==> config.mk <==
export PLATFORM = sky130hd
export DESIGN_NAME = omega_net
export DESIGN_NICKNAME = d
export VERILOG_FILES = /design/src/rtl/omega_pkg.sv /design/src/rtl/omega_switch.sv /design/src/rtl/omega_stage.sv /design/src/rtl/omega_outreg.sv /design/src/rtl/omega_net.sv
export SDC_FILE = /design/constraint.sdc
export NUM_CORES = 1
export LEC_CHECK = 0
export BUFFER_PORTS_ARGS = -buffer_cell sky130_fd_sc_hd__buf_4
export CAP_MARGIN = 20
export CORE_ASPECT_RATIO = 0.6
export CORE_MARGIN = 4
export CORE_UTILIZATION = 59
export CTS_BUF_LIST = sky130_fd_sc_hd__clkbuf_4
export CTS_CLUSTER_DIAMETER = 30
export DETAILED_ROUTE_END_ITERATION = 16
export PLACE_DENSITY = 0.89
export SYNTH_ARGS = -nofsm -noshare
export SYNTH_HDL_FRONTEND = slang
export SYNTH_SLANG_ARGS = --single-unit
==> constraint.sdc <==
create_clock -name clk -period 14.39 [get_ports clk]
set_clock_uncertainty 0.1 [all_clocks]
set_input_delay 2.878 -clock clk [delete_from_list [all_inputs] [get_ports clk]]
set_output_delay 2.878 -clock clk [all_outputs]
set_load 0.03 [all_outputs]
==> src/rtl/omega_pkg.sv <==
// Package: omega_pkg
// Shared helpers for the omega network. The shuffle target of a line is
// its index rotated left by one bit inside an n-bit field.
package omega_pkg;

    // Perfect-shuffle destination of line idx in an nbits-wide index space.
    function automatic int shuffle_dest(input int idx, input int nbits);
        int span;
        span = 1 << nbits;
        return ((idx * 2) % span) + (idx / (span / 2));
    endfunction

endpackage

==> src/rtl/omega_switch.sv <==
// Module: omega_switch
// One 2x2 self-routing element in stage STAGE. Each input picks output
// port = target bit (N-1-STAGE). When both valid inputs pick the same port,
// the lower source number wins; the loser is reported on loss_*.
// Assumes the two inputs never carry the same source number.
module omega_switch #(
    parameter int N     = 3,
    parameter int W     = 8,
    parameter int STAGE = 0
) (
    input  logic         clk,
    input  logic         rst_n,
    input  logic         a_vld,
    input  logic [N-1:0] a_dst,
    input  logic [N-1:0] a_src,
    input  logic [W-1:0] a_dat,
    input  logic         b_vld,
    input  logic [N-1:0] b_dst,
    input  logic [N-1:0] b_src,
    input  logic [W-1:0] b_dat,
    output logic         o0_vld,
    output logic [N-1:0] o0_dst,
    output logic [N-1:0] o0_src,
    output logic [W-1:0] o0_dat,
    output logic         o1_vld,
    output logic [N-1:0] o1_dst,
    output logic [N-1:0] o1_src,
    output logic [W-1:0] o1_dat,
    output logic         loss_vld,
    output logic [N-1:0] loss_src
);
    localparam int BIT = N - 1 - STAGE;

    logic a_port, b_port, clash, a_wins, a_go, b_go;

    // Port requests and clash detection.
    always_comb begin
        a_port   = a_dst[BIT];
        b_port   = b_dst[BIT];
        clash    = a_vld && b_vld && (a_port == b_port);
        a_wins   = (a_src < b_src);
        a_go     = a_vld && (!clash || a_wins);
        b_go     = b_vld && (!clash || !a_wins);
        loss_vld = clash;
        loss_src = a_wins ? b_src : a_src;
    end

    // Steer each surviving request onto its chosen output port.
    always_comb begin
        o0_vld = 1'b0; o0_dst = '0; o0_src = '0; o0_dat = '0;
        o1_vld = 1'b0; o1_dst = '0; o1_src = '0; o1_dat = '0;
        if (b_go) begin
            if (b_port) begin
                o1_vld = 1'b1; o1_dst = b_dst; o1_src = b_src; o1_dat = b_dat;
            end else begin
                o0_vld = 1'b1; o0_dst = b_dst; o0_src = b_src; o0_dat = b_dat;
            end
        end
        if (a_go) begin
            if (a_port) begin
                o1_vld = 1'b1; o1_dst = a_dst; o1_src = a_src; o1_dat = a_dat;
            end else begin
                o0_vld = 1'b1; o0_dst = a_dst; o0_src = a_src; o0_dat = a_dat;
            end
        end
    end

    // A clash leaves exactly one of the two ports carrying a request.
    assert_one_winner_R4: assert property (@(posedge clk) disable iff (!rst_n)
        clash |-> (o0_vld ^ o1_vld));

    // Whatever leaves a port has the matching target bit for this stage.
    assert_port_bit_R3: assert property (@(posedge clk) disable iff (!rst_n)
        (!o0_vld || !o0_dst[BIT]) && (!o1_vld || o1_dst[BIT]));

endmodule

==> src/rtl/omega_stage.sv <==
// Module: omega_stage
// One network stage: perfect-shuffle wiring of P = 2^N lines, then P/2
// switches on line pairs (2j, 2j+1). o_blk marks the sources dropped here.
module omega_stage
    import omega_pkg::*;
#(
    parameter int N     = 3,
    parameter int W     = 8,
    parameter int STAGE = 0
) (
    input  logic                  clk,
    input  logic                  rst_n,
    input  logic [(1<<N)-1:0]             i_vld,
    input  logic [(1<<N)-1:0][N-1:0]      i_dst,
    input  logic [(1<<N)-1:0][N-1:0]      i_src,
    input  logic [(1<<N)-1:0][W-1:0]      i_dat,
    output logic [(1<<N)-1:0]             o_vld,
    output logic [(1<<N)-1:0][N-1:0]      o_dst,
    output logic [(1<<N)-1:0][N-1:0]      o_src,
    output logic [(1<<N)-1:0][W-1:0]      o_dat,
    output logic [(1<<N)-1:0]             o_blk
);
    localparam int P    = 1 << N;
    localparam int HALF = P / 2;

    logic [P-1:0]         s_vld;
    logic [P-1:0][N-1:0]  s_dst;
    logic [P-1:0][N-1:0]  s_src;
    logic [P-1:0][W-1:0]  s_dat;
    logic [HALF-1:0]      loss_vld;
    logic [HALF-1:0][N-1:0] loss_src;

    // Shuffle wiring: line i moves to its left-rotated index.
    for (genvar i = 0; i < P; i++) begin : g_shuf
        localparam int J = shuffle_dest(i, N);
        assign s_vld[J] = i_vld[i];
        assign s_dst[J] = i_dst[i];
        assign s_src[J] = i_src[i];
        assign s_dat[J] = i_dat[i];
    end

    // Column of switches on adjacent line pairs.
    for (genvar j = 0; j < HALF; j++) begin : g_sw
        omega_switch #(.N(N), .W(W), .STAGE(STAGE)) u_sw (
            .clk      (clk),
            .rst_n    (rst_n),
            .a_vld    (s_vld[2*j]),
            .a_dst    (s_dst[2*j]),
            .a_src    (s_src[2*j]),
            .a_dat    (s_dat[2*j]),
            .b_vld    (s_vld[2*j+1]),
            .b_dst    (s_dst[2*j+1]),
            .b_src    (s_src[2*j+1]),
            .b_dat    (s_dat[2*j+1]),
            .o0_vld   (o_vld[2*j]),
            .o0_dst   (o_dst[2*j]),
            .o0_src   (o_src[2*j]),
            .o0_dat   (o_dat[2*j]),
            .o1_vld   (o_vld[2*j+1]),
            .o1_dst   (o_dst[2*j+1]),
            .o1_src   (o_src[2*j+1]),
            .o1_dat   (o_dat[2*j+1]),
            .loss_vld (loss_vld[j]),
            .loss_src (loss_src[j])
        );
    end

    // Decode the losers of this stage into a per-source mask.
    always_comb begin
        o_blk = '0;
        for (int j = 0; j < HALF; j++) begin
            if (loss_vld[j]) o_blk[loss_src[j]] = 1'b1;
        end
    end

endmodule

==> src/rtl/omega_outreg.sv <==
// Module: omega_outreg
// Optional result register. REG_OUT = 1 inserts one clocked stage with a
// synchronous active-low reset on the valid and blocked bits; REG_OUT = 0
// passes everything straight through.
module omega_outreg #(
    parameter int P       = 8,
    parameter int N       = 3,
    parameter int W       = 8,
    parameter bit REG_OUT = 1'b1
) (
    input  logic                 clk,
    input  logic                 rst_n,
    input  logic [P-1:0]         d_vld,
    input  logic [P-1:0][N-1:0]  d_src,
    input  logic [P-1:0][W-1:0]  d_dat,
    input  logic [P-1:0]         d_blk,
    output logic [P-1:0]         q_vld,
    output logic [P-1:0][N-1:0]  q_src,
    output logic [P-1:0][W-1:0]  q_dat,
    output logic [P-1:0]         q_blk
);
    if (REG_OUT) begin : g_reg
        // Capture the network result once per clock.
        always_ff @(posedge clk) begin
            if (!rst_n) begin
                q_vld <= '0;
                q_blk <= '0;
                q_src <= '0;
                q_dat <= '0;
            end else begin
                q_vld <= d_vld;
                q_blk <= d_blk;
                q_src <= d_src;
                q_dat <= d_dat;
            end
        end
    end else begin : g_wire
        assign q_vld = d_vld;
        assign q_blk = d_blk;
        assign q_src = d_src;
        assign q_dat = d_dat;
    end

endmodule

==> src/rtl/omega_net.sv <==
// Module: omega_net
// Top of the omega network: LOG_P stages of shuffle plus switches, the
// per-stage loss masks merged into one blocked vector, and an optional
// output register. Assumes in_* are stable around the sampling clock edge.
module omega_net #(
    parameter int LOG_P   = 3,
    parameter int DATA_W  = 8,
    parameter bit REG_OUT = 1'b1
) (
    input  logic                          clk,
    input  logic                          rst_n,
    input  logic [(1<<LOG_P)-1:0]         in_valid,
    input  logic [(1<<LOG_P)*LOG_P-1:0]   in_dst,
    input  logic [(1<<LOG_P)*DATA_W-1:0]  in_data,
    output logic [(1<<LOG_P)-1:0]         in_blocked,
    output logic [(1<<LOG_P)-1:0]         out_valid,
    output logic [(1<<LOG_P)*LOG_P-1:0]   out_src,
    output logic [(1<<LOG_P)*DATA_W-1:0]  out_data
);
    localparam int P = 1 << LOG_P;
    localparam int N = LOG_P;
    localparam int W = DATA_W;

    logic [N:0][P-1:0]         lv_vld;
    logic [N:0][P-1:0][N-1:0]  lv_dst;
    logic [N:0][P-1:0][N-1:0]  lv_src;
    logic [N:0][P-1:0][W-1:0]  lv_dat;
    logic [N-1:0][P-1:0]       stg_blk;
    logic [P-1:0]              net_blk;
    logic [P-1:0][N-1:0]       q_src;
    logic [P-1:0][W-1:0]       q_dat;

    // Level 0: requests tagged with their own input number.
    assign lv_vld[0] = in_valid;
    assign lv_dst[0] = in_dst;
    assign lv_dat[0] = in_data;
    for (genvar i = 0; i < P; i++) begin : g_tag
        assign lv_src[0][i] = N'(i);
    end

    // Stage chain.
    for (genvar k = 0; k < N; k++) begin : g_stage
        omega_stage #(.N(N), .W(W), .STAGE(k)) u_stage (
            .clk   (clk),
            .rst_n (rst_n),
            .i_vld (lv_vld[k]),
            .i_dst (lv_dst[k]),
            .i_src (lv_src[k]),
            .i_dat (lv_dat[k]),
            .o_vld (lv_vld[k+1]),
            .o_dst (lv_dst[k+1]),
            .o_src (lv_src[k+1]),
            .o_dat (lv_dat[k+1]),
            .o_blk (stg_blk[k])
        );
    end

    // Merge the loss masks of all stages.
    always_comb begin
        net_blk = '0;
        for (int k = 0; k < N; k++) net_blk = net_blk | stg_blk[k];
    end

    omega_outreg #(.P(P), .N(N), .W(W), .REG_OUT(REG_OUT)) u_outreg (
        .clk   (clk),
        .rst_n (rst_n),
        .d_vld (lv_vld[N]),
        .d_src (lv_src[N]),
        .d_dat (lv_dat[N]),
        .d_blk (net_blk),
        .q_vld (out_valid),
        .q_src (q_src),
        .q_dat (q_dat),
        .q_blk (in_blocked)
    );
    assign out_src  = q_src;
    assign out_data = q_dat;

    // Every request is delivered or dropped, never both nor neither.
    assert_conserve_R6: assert property (@(posedge clk) disable iff (!rst_n)
        $countones(in_valid) == $countones(lv_vld[N]) + $countones(net_blk));

    // An idle input is never reported as blocked.
    assert_idle_clear_R5: assert property (@(posedge clk) disable iff (!rst_n)
        (net_blk & ~in_valid) == '0);

    for (genvar o = 0; o < P; o++) begin : g_chk
        // A request leaving output o was addressed to o.
        assert_dest_match_R1: assert property (@(posedge clk) disable iff (!rst_n)
            lv_vld[N][o] |-> (lv_dst[N][o] == N'(o)));
        // A delivered source is not also flagged as a loser.
        assert_loser_absent_R4: assert property (@(posedge clk) disable iff (!rst_n)
            lv_vld[N][o] |-> !net_blk[lv_src[N][o]]);
    end

endmodule

Yosys cells after proc, flatten, opt, wreduce, memory -nomap -nowiden
Index checks and enable logic that the tools add are counted.
{"block": "totals", "register_bits": 104, "out_inout_bits": 104}
{"block": "classes", "order_cmp": 24, "eq_ne": 12, "mux": 388, "n_bitwise": 8, "n_reduce_logical": 88}
{"cell": "$mux W8", "n": 105}
{"cell": "$mux W3", "n": 104}
{"cell": "$mux W1", "n": 136}
{"cell": "$mux W2", "n": 32}
{"cell": "$or A8 B8 Y8", "n": 8}
{"cell": "$logic_and A1 B1 Y1", "n": 52}
{"cell": "$lt A3 B4 Y1 const B", "n": 8}
{"cell": "$demux W1 S3", "n": 8}
{"cell": "$ge A3 B1 Y1 const B", "n": 8}
{"cell": "$lt A3 B3 Y1", "n": 8}
{"cell": "$logic_not A1 Y1", "n": 20}
{"cell": "$logic_or A1 B1 Y1", "n": 16}
{"cell": "$eq A1 B1 Y1", "n": 12}
{"cell": "$mux W7", "n": 1}
{"cell": "$mux W6", "n": 1}
{"cell": "$mux W5", "n": 1}

Longest topological paths before layout
{"block": "logic_depth", "ltp_word": 29, "mapped_depth": 20}

Cells and area by module
From an unflattened synthesis, not the netlist that was laid out.
{"block": "hier_totals", "hier_cells": 2083, "area_unflattened_um2": 14651.6}
{"mod": "omega_switch", "n_inst": 12, "cells_per_inst": 144, "area_per_inst_um2": 907.1}
{"mod": "omega_outreg", "n_inst": 1, "cells_per_inst": 219, "area_per_inst_um2": 2831.5}
{"mod": "omega_stage (g_stage[2].u_stage)", "n_inst": 1, "cells_per_inst": 44, "area_per_inst_um2": 302.8}
{"mod": "omega_stage (g_stage[1].u_stage)", "n_inst": 1, "cells_per_inst": 42, "area_per_inst_um2": 290.3}
{"mod": "omega_stage (g_stage[0].u_stage)", "n_inst": 1, "cells_per_inst": 40, "area_per_inst_um2": 284.0}
{"mod": "omega_net", "n_inst": 1, "cells_per_inst": 10, "area_per_inst_um2": 57.6}

Worst setup path before layout
OpenSTA, ideal clock, no wires.
{"block": "synth_timing", "path_type": "input-to-reg", "start": "input port in_valid[3]", "end": "register u_outreg.q_blk[2]", "setup_ns": 0.059, "arrival_time_ns": 6.508, "t_required_ns": 14.231, "slack_ns": 7.723, "path_stages": 18, "path_buffers": 5, "cell_sequence": "buf_2 and2_1 buf_2 buf_2 nor2_1 inv_1 ha_1 clkbuf_1 a21o_1 clkbuf_1 o32a_1 ha_1 inv_1 a21oi_1 or4_1 or3_1 o311ai_1 o31a_1"}
{"block": "synth_between", "elab_chain_cells": 29}
{"element": "start, declared", "line": "omega_net.sv:12", "rtl": "input logic [(1<<LOG_P)-1:0] in_valid,"}
{"element": "parallel branches: the longest is 28 deep, another holds $lt A3 B3 Y1"}
{"element": "$or A8 B8 Y8 *", "line": "omega_net.sv:61", "rtl": "for (int k = 0; k < N; k++) net_blk = net_blk | stg_blk[k];"}
{"element": "end signal, assigned", "line": "omega_outreg.sv:32", "rtl": "q_blk <= d_blk;"}
{"element": "end, declared", "line": "omega_outreg.sv:20", "rtl": "output logic [P-1:0] q_blk"}
Every way passes the cells marked *.
A chain may end at the register's enable or synchronous reset.

Worst setup path in the final report
{"block": "layout_timing", "start": "input port in_dst[11]", "end": "register u_outreg.q_dat[23] (netlist name)"}
{"block": "layout_between", "elab_chain_cells": 23}
{"element": "start, declared", "line": "omega_net.sv:13", "rtl": "input logic [(1<<LOG_P)*LOG_P-1:0] in_dst,"}
{"element": "parallel branches: the longest is 22 deep, another holds $lt A3 B3 Y1"}
{"element": "$mux W8 *", "line": "omega_switch.sv:59", "rtl": "if (a_go) begin"}
{"element": "end signal, assigned", "line": "omega_outreg.sv:34", "rtl": "q_dat <= d_dat;"}
{"element": "end, declared", "line": "omega_outreg.sv:19", "rtl": "output logic [P-1:0][W-1:0] q_dat,"}
Marks and branches as above.

==> metrics <==
status=finished clean; Final #Nets=1116; CTS Sinks=104; Boundary Pins=202; GRT overflow=0; sequential-to-total area share from yosys stat=29.6%; Post-Syn Instances=844; Syn. warnings=0; ys flop type=dfxtp_1; Post-synth EDFFs=0; DR vias=8352; CTS resizes=0; CTS buffer count=9; Leak=0.00346 uW; core area=11500 um^2; layout cells sized above 1=27.1%; Hold WC Path Type=in -> reg; crit end category=flop; antenna cells=0; die outline area=13800 um^2; mapped cell area=7040 um^2; die height=92.6 um; number of max-cap violations=0; clock slew seen by the registers of the worst setup and hold paths=170 ps; worst slew pin tran=1120 ps; vias in the first global route=7145; Synth Net Count=959; number of detailed-route iterations in the first pass=9; TritonCTS clock tree=done; hold_buf cts=0; Rel. slew slack=25.2%; WS Path Type=in -> reg; Max clock buf depth=2; Post-Route Setup TNS=0 ps; Final setup viols=0; post-route clock period utilization=53.7%; Synth Area per Inst=8.34 um^2; fmax=129 MHz; Iter 0 DRT Violations=1510; PortBufs=201; root buffer cell=clkbuf_4; crit-path max FO=17; largest net degree at the start of global routing=46; Layout area overhead=22.8%; Final Max Slew Viols=0; RSZ-0062 raised after global routing=no; Starting Density=61.3%; CTS H-Tree Depth=3; Vias/cell=7.16; Worst Path Required=14660 ps; fillers=883; Post-DP HPWL=22.0 mm; flip-flop and latch area=2080 um^2; initial antenna violation count=0; flops & latches, synth=104; total track usage=38.9%; FFs w/ async S/R, synth=0%; Final ANT Viol Nets=0; worst-case vdd ir drop=0.0546 mV; Power Density=81.0 nW/um^2; die width=149 um; GPL Wtd Cong=1.07; CP arrival=8000 ps; row cnt=30; final WL=28.2 mm; first-pass GRT wire length=41.9 mm; multi-input logic area=4530 um^2; Period minus WS final=7730 ps; Setup Fix Bufs, Post-CTS=0; distinct cell type count after synthesis=91; startpoint types=input port; DR WL/cell=24.2 um; Core Util, Final=75.2%; Hold Violations, Final=0; drt drc=0
==> report_power, final <==
| part | total [uW] | internal, uW | leakage, uW | switching, uW |
|---|---|---|---|---|
| clock | 156 | 42.2 | 0.0000762 | 113 |
| sequential | 302 | 298 | 0.000843 | 3.56 |
| combinational | 242 | 85.4 | 0.00254 | 157 |
==> synth_stat cells, types with 11 or more instances <==
cell type    n  area (um^2)
o22a_1      43          377
and3_1      14         87.6
a21oi_1     19         95.1
dfxtp_1    104         2080
nor3_1      15         75.1
and2_1      11         68.8
nand2_1     56          210
buf_2       18         90.1
a31oi_1     12         75.1
o21a_1      13         97.6
o22ai_1     77          482
a22oi_1     72          541
nor2_1      64          240
nand3_1     14         70.1
ha_1        17          213
inv_1       30          113
nand2b_1    11         68.8
clkbuf_1    35          131
==> registers in the layout, indices dropped and copies added, names as in the netlist <==
| register | flops |
|---|---|
| u_outreg.q_dat | 64 |
| u_outreg.q_blk | 8 |
| u_outreg.q_src | 24 |
| u_outreg.q_vld | 8 |
==> layer usage <==
metal	up-vias	track usage [%]	wire [um]
li1	3607	-	-
met1	3771	57.5	11200
met2	866	53.5	10800
met3	108	14.9	5420
met4	0	7.46	783
met5	-	0	0
==> cell usage in the layout, fill, tap and decap left out, types with 17 or more instances in the layout <==
| master | n |
|---|---|
| o22ai_1 | 77 |
| buf_4 | 207 |
| a21oi_1 | 19 |
| a22oi_1 | 72 |
| o22a_1 | 43 |
| dfxtp_1 | 104 |
| nand2_1 | 56 |
| ha_1 | 17 |
| nor2_1 | 64 |
| inv_1 | 30 |
==> metrics by stage <==
step	hold WS (ps)	setup slack [ps]	instances	total power, uW	instance area, um^2
after floorplan	2990	7720	844	458	7040
after global placement	3210	6480	1148	536	8490
after detailed placement	3180	6370	1148	537	8490
after CTS	2670	6890	1164	687	8630
after global routing	2690	6350	1166	720	8640
final	2700	6660	1166	700	8640
==> worst max-delay path: stages <==
cell	delay [ps]
buf_4	120
and2b_1	380
nor2_1	720
inv_1	180
ha_1	310
a31o_2	270
o21ai_2	580
o22a_1	300
ha_1	260
inv_1	60
a21oi_1	100
a21oi_1	870
inv_1	180
o211ai_2	490
o32a_1	250
nor2_1	40
==> worst paths after layout <==
check / from / endpoint / slack [ps] / cells past startpoint
setup / recovery: in_dst[11] / u_outreg.q_dat[23] / 6660 / 16
hold / removal: in_valid[5] / u_outreg.q_blk[5] / 2700 / 3
==> cell type report <==
cell class | instances | share of cell area [%]
Clock buffer | 10 | 0.869
Clock inverter | 6 | 0.724
Inverter | 33 | 1.43
Multi-Input combinational cell | 644 | 52.4
Sequential cell | 104 | 24.1
Tap cell | 160 | 2.32
Timing Repair Buffer | 209 | 18.1
==> cell families after synthesis <==
kind of cell	after synthesis	share of synthesized area (%)
adder cells (fa/ha/maj)	17	3.02
buffers and inverters	96	6.05
XOR/XNOR	13	2.26
AO/OA/AOI/OAI	362	40.1
AND/OR/NAND/NOR	247	18.3
multiplexers	5	0.711
flip-flops	104	29.6
No activity file was read; power rests on OpenSTA's default activity.
